<file path="config.mk">
export PLATFORM = sky130hd
export DESIGN_NAME = dds_phase_gen
export DESIGN_NICKNAME = d
export VERILOG_FILES = /design/src/rtl/dds_pkg.sv /design/src/rtl/dds_ctrl.sv /design/src/rtl/dds_datapath.sv /design/src/rtl/dds_phase_gen.sv
export SDC_FILE = /design/constraint.sdc
export NUM_CORES = 1
export LEC_CHECK = 0
export BUFFER_PORTS_ARGS = -buffer_cell sky130_fd_sc_hd__buf_4
export CELL_PAD_IN_SITES_DETAIL_PLACEMENT = 0
export CELL_PAD_IN_SITES_GLOBAL_PLACEMENT = 1
export CORE_ASPECT_RATIO = 1.2
export CORE_UTILIZATION = 37
export DETAILED_ROUTE_END_ITERATION = 12
export PLACE_DENSITY = 0.65
export SYNTH_ARGS = -nofsm -noshare
export SYNTH_HDL_FRONTEND = slang
export SYNTH_HIERARCHICAL = 1
export SYNTH_SLANG_ARGS = --single-unit
export TNS_END_PERCENT = 1
</file>
<file path="constraint.sdc">
create_clock -name clk -period 3.97 [get_ports clk]
set_input_delay 0.397 -clock clk [delete_from_list [all_inputs] [get_ports clk]]
set_output_delay 0.397 -clock clk [all_outputs]
set_load 0.05 [all_outputs]
</file>
<file path="src/rtl/dds_pkg.sv">
package dds_pkg;
  typedef struct packed {
    logic holdZero;   // force accumulator to zero this edge
    logic clearOnce;  // one-shot zero from an update strobe
    logic loadActive; // shadow-to-active copy this edge
  } ctlStrobes_t;
endpackage

</file>
<file path="src/rtl/dds_ctrl.sv">
module dds_ctrl
  import dds_pkg::*;
#(
  parameter int FTW_W   = 32,
  parameter int PHASE_W = 14
)(
  input  logic               clk,
  input  logic               rstN,
  input  logic               tuneWrEn,
  input  logic [FTW_W-1:0]   tuneData,
  input  logic               offsetWrEn,
  input  logic [PHASE_W-1:0] offsetData,
  input  logic               ctrlWrEn,
  input  logic [1:0]         ctrlData,
  input  logic               updateStb,
  output ctlStrobes_t        strobes,
  output logic [FTW_W-1:0]   activeTune,
  output logic [PHASE_W-1:0] activeOffset
);
  localparam int HOLD_BIT = 0;
  localparam int AUTO_BIT = 1;

  logic [FTW_W-1:0]   shTune;
  logic [PHASE_W-1:0] shOffset;
  logic [1:0]         shCtrl;
  logic [1:0]         actCtrl;

  always_ff @(posedge clk or negedge rstN) begin
    if (!rstN) begin
      shTune   <= '0;
      shOffset <= '0;
      shCtrl   <= '0;
    end else begin
      if (tuneWrEn)   shTune   <= tuneData;
      if (offsetWrEn) shOffset <= offsetData;
      if (ctrlWrEn)   shCtrl   <= ctrlData;
    end
  end

  always_ff @(posedge clk or negedge rstN) begin
    if (!rstN) begin
      activeTune   <= '0;
      activeOffset <= '0;
      actCtrl      <= '0;
    end else if (updateStb) begin
      activeTune   <= shTune;
      activeOffset <= shOffset;
      actCtrl      <= shCtrl;
    end
  end

  always_comb begin
    strobes.loadActive = updateStb;
    strobes.holdZero   = updateStb ? shCtrl[HOLD_BIT] : actCtrl[HOLD_BIT];
    strobes.clearOnce  = updateStb & shCtrl[AUTO_BIT];
  end


  tune_stable_chk: assert property (@(posedge clk) disable iff (!rstN)
    !updateStb |=> $stable(activeTune) && $stable(activeOffset));

  tune_load_chk: assert property (@(posedge clk) disable iff (!rstN)
    updateStb |=> activeTune == $past(shTune) && activeOffset == $past(shOffset));
endmodule

</file>
<file path="src/rtl/dds_datapath.sv">
module dds_datapath
  import dds_pkg::*;
#(
  parameter int FTW_W   = 32,
  parameter int PHASE_W = 14
)(
  input  logic               clk,
  input  logic               rstN,
  input  ctlStrobes_t        strobes,
  input  logic [FTW_W-1:0]   activeTune,
  input  logic [PHASE_W-1:0] activeOffset,
  output logic [PHASE_W-1:0] phaseWord
);
  localparam int TOP_LSB = FTW_W - PHASE_W;

  logic [FTW_W-1:0] acc;

  always_ff @(posedge clk or negedge rstN) begin
    if (!rstN)                  acc <= '0;
    else if (strobes.holdZero)  acc <= '0;
    else if (strobes.clearOnce) acc <= '0;
    else                        acc <= acc + activeTune;
  end

  assign phaseWord = acc[FTW_W-1:TOP_LSB] + activeOffset;


  hold_zero_chk: assert property (@(posedge clk) disable iff (!rstN)
    strobes.holdZero |=> acc == '0);

  auto_clear_chk: assert property (@(posedge clk) disable iff (!rstN)
    strobes.clearOnce |=> acc == '0);

  accum_step_chk: assert property (@(posedge clk) disable iff (!rstN)
    !strobes.holdZero && !strobes.clearOnce |=> acc == $past(acc) + $past(activeTune));
endmodule

</file>
<file path="src/rtl/dds_phase_gen.sv">
module dds_phase_gen
  import dds_pkg::*;
#(
  parameter int FTW_W   = 32,
  parameter int PHASE_W = 14
)(
  input  logic               clk,
  input  logic               rstN,
  input  logic               tuneWrEn,
  input  logic [FTW_W-1:0]   tuneData,
  input  logic               offsetWrEn,
  input  logic [PHASE_W-1:0] offsetData,
  input  logic               ctrlWrEn,
  input  logic [1:0]         ctrlData,
  input  logic               updateStb,
  output logic [PHASE_W-1:0] phaseWord
);
  ctlStrobes_t        strobes;
  logic [FTW_W-1:0]   activeTune;
  logic [PHASE_W-1:0] activeOffset;

  dds_ctrl #(.FTW_W(FTW_W), .PHASE_W(PHASE_W)) uCtrl (
    .clk(clk), .rstN(rstN),
    .tuneWrEn(tuneWrEn), .tuneData(tuneData),
    .offsetWrEn(offsetWrEn), .offsetData(offsetData),
    .ctrlWrEn(ctrlWrEn), .ctrlData(ctrlData),
    .updateStb(updateStb),
    .strobes(strobes), .activeTune(activeTune), .activeOffset(activeOffset)
  );

  dds_datapath #(.FTW_W(FTW_W), .PHASE_W(PHASE_W)) uPath (
    .clk(clk), .rstN(rstN),
    .strobes(strobes), .activeTune(activeTune), .activeOffset(activeOffset),
    .phaseWord(phaseWord)
  );
endmodule

</file>
# Word-level counts from Yosys, hierarchy flattened
# Cells that the tools add are included.
# word_totals
ff_bits	127
input_bits	54
wordCells	13
# op_classes
addsub	2
muxes	3
bitwise	1
# op_table
cell	count
$mux 32	2
$add 32x32->32	1
$add 14x14->14	1
$and 1x1->1	1
$mux 1	1

# Depth between registers and ports, before layout
# logic_depth
word_depth	3
mapped_depth	10

# Hierarchy
# Netlist, hierarchy kept.
# by_module_without_submodules
mod	n_inst	cells_per_inst	area_per_inst_um2
dds_ctrl	1	202	3622.2
dds_datapath	1	412	3395.8

# Least setup slack after synthesis
# Ideal clock, no wire load.
# synth_timing
path_kind	register to output
startpoint	register uCtrl.activeOffset[0]
endpoint	output phaseWord[12]
arrival_time_ps	2493
t_required_ps	3573
setup_slack_ps	1080
stages_incl_launch_ff	11
n_path_buf	0
cell_sequence	dfrtp_1 -> ha_1 -> inv_1 -> fa_1 -> nor2b_1 -> o21a_1 -> o21ai_0 -> a21oi_1 -> a211oi_1 -> a21oi_1 -> xor2_1
# synth_between
elab_chain_cells	1
# synth_lines
element	line_no	text
start, declared	dds_ctrl.sv:18	output logic [PHASE_W-1:0] activeOffset
start signal, assigned	dds_ctrl.sv:47	activeOffset <= shOffset;
$add 14x14->14	dds_datapath.sv:25	assign phaseWord = acc[FTW_W-1:TOP_LSB] + activeOffset;
end, declared	dds_phase_gen.sv:16	output logic [PHASE_W-1:0] phaseWord
# Every way passes these cells.

# Worst setup path in the final report
# layout_timing
startpoint	register uPath.acc[19]
endpoint	output phaseWord[13]
# layout_between
elab_chain_cells	1
# layout_lines
element	line_no	text
start, declared	dds_datapath.sv:16	logic [FTW_W-1:0] acc;
start signal, assigned	dds_datapath.sv:22	else acc <= acc + activeTune;
$add 14x14->14	dds_datapath.sv:25	
# Every way passes these cells.

==> run metrics <==
via count 4840; Die ar. 0.0195 sq mm; pre-CTS worst setup slack 1.27 ns; Worst Slack Setup Final 0.833 ns; Slowest-stage cell, CP o31ai_1; leak pwr 3.80 nW; WP data arrival 2.74 ns; final core utilization 45.0%; syn_area_per_cell 11.4 sq um; synthesized instance count 613; vias in the first global route 4965; Initial Util 38.1%; post-layout instance area 0.00826 sq mm; syn_nets 713; Synth warnings 6; Worst Hold Class in2async; CTS buffer count 17; CTS resizes 0; number of cells on the critical path 9; H-tree depth 4; CTS Hold Bufs 0; chip width 128 um; worst path bufs/invs 1; P per Cell Area 753 mW/mm^2; RSZ-0062 raised after global routing no; grt total ovfl 0; highest clock rate 0.319 GHz; Root Buffer clkbuf_16; fin crit period 3.14 ns; R2R cell count 10; post-route insts no fill 944; number of port buffers 67; Slew HR 46.3%; layout cells sized above 1 29.5%; status completed; final setup vio count 0; Setup Crit Path Kind reg2out; post-DP HPWL 11500 um; drt first pass iters 5; clk_lat worst skew 0.42 ns; initial antenna violation count 0; final WL 15700 um; Slew Limit Fails 0; Worst setup EP type primary output; maxcap violations 0; core region area 0.0184 sq mm; Setup crit start kind register; Syn-to-layout area delta 17.9%; initial drt markers 214; Worst-Margin Slew 0.805 ns; routed len/inst 16.6 um; Final ANT Viol Nets 0; I/O pin cnt 68; ant diodes 0; GR Util All Layers 17.2%; CP max stage delay 0.41 ns; Post-DP Area 0.00770 sq mm; largest net degree at the start of global routing 70; CP Max Fanout 3; Syn Std Cell Area 0.00701 sq mm; row count 54; Min Hold Slack 0.0566 ns; nets 779; Power, Total 6.22 mW; post-DR vias/cell 5.13; Final Cycle Share 79.0%; global-route wire length before repair 25900 um; Clock Sinks 127; Clock Path Buffers 2; Final Hold Viols 0; CP Data Required Time 3.57 ns; Placed Cells 912; CTS tree done; clock-pin slew on the worst setup and hold paths 0.06 ns; Top delay family on crit path compound AO/OA/AOI/OAI gates; worst path cell trace ha_1 > a21o_1 > a21oi_1 > nand2b_1 > a211oi_1 > nor3_1 > o31ai_1 > xnor2_1 > buf_4; total negative setup slack 0 ns; worst clock skew 0.0139 ns; VDD IR-drop max 0.000610 V; # Post-CTS Setup Buffers 0; DRC 0; Die H 153 um; RePlAce Congestion 0.878
==> per-layer routing <==
layer	vias up	global-route usage [%]	share of wire, %
met5	-	0	0
met4	0	5.55	1.7
met3	17	4.21	2.9
met2	84	29.9	52
met1	2385	20.6	43
li1	2354	-	-
==> final timing paths <==
kind / from / end / slack (ns)
min in group clk: tuneData[10] / uCtrl/shTune[10]$_DFFE_PN0P_ / 0.19
worst max register to register: uCtrl/activeTune[0]$_DFFE_PN0P_ / uPath/acc[30]$_DFF_PN0_ / 1.39
worst max-delay path: uPath/acc[19]$_DFF_PN0_ / phaseWord[13] / 0.83
worst min register to register: uCtrl/shTune[3]$_DFFE_PN0P_ / uCtrl/shTune[3]$_DFFE_PN0P_ / 0.48
worst min-delay path: rstN / uCtrl/activeOffset[8]$_DFFE_PN0P_ / 0.06
max in group asynchronous: rstN / uPath/acc[12]$_DFF_PN0_ / 3.08
==> state kept, by name, indices dropped and copies added, names as in the netlist <==
name and flops:
uCtrl/actCtrl 1, uCtrl/activeOffset 14, uCtrl/activeTune 32, uCtrl/shCtrl 2, uCtrl/shOffset 14, uCtrl/shTune 32
uPath/acc 32
==> cell usage in the layout, fill, tap and decap left out, types with 3 or more instances in the layout <==
cell / n
mux2_4: 19
buf_4: 68
a21oi_1: 48
o21bai_1: 3
ha_1: 44
nand4_1: 6
o21ai_0: 21
nor4_1: 3
xor2_1: 10
clkinvlp_4: 4
nand2_1: 34
o21a_1: 9
inv_1: 15
clkinv_2: 4
mux2_1: 6
o31ai_1: 3
mux2_2: 71
dfrtp_1: 127
nand3_1: 7
xnor2_1: 18
nor2_1: 34
a21o_1: 14
clkbuf_16: 17
nor2b_1: 7
and3_1: 5
and2_1: 5
nand2b_1: 6
mux2i_1: 4
or3_1: 8
nor3_1: 21
a211oi_1: 6
==> worst reg2reg max path, delay by kind of cell (launching register included) <==
kind,cells,cell delay [ns]
adders and majority gates,2,0.45
buffers and inverters,1,0.07
and+or+nand+nor,2,0.48
muxes,1,0.21
DFF,1,0.38
AOI/OAI and AO/OA,4,0.93
==> final cells by class <==
class	instances	area, sq um
Fill cell	1782	10100
Inverter	15	56.3
Clock buffer	19	443
Sequential cell	127	3180
Timing Repair Buffer	69	531
Tap cell	252	315
Clock inverter	13	115
Multi-Input combinational cell	449	3620
==> report_power, final <==
part	total [mW]	switching, mW	leakage [nW]	internal, mW
Clock	1.47	0.593	0.266	0.877
Sequential	1.70	0.156	1.53	1.55
Combinational	3.04	1.86	2.00	1.18
(Power assumes the default switching activity.)
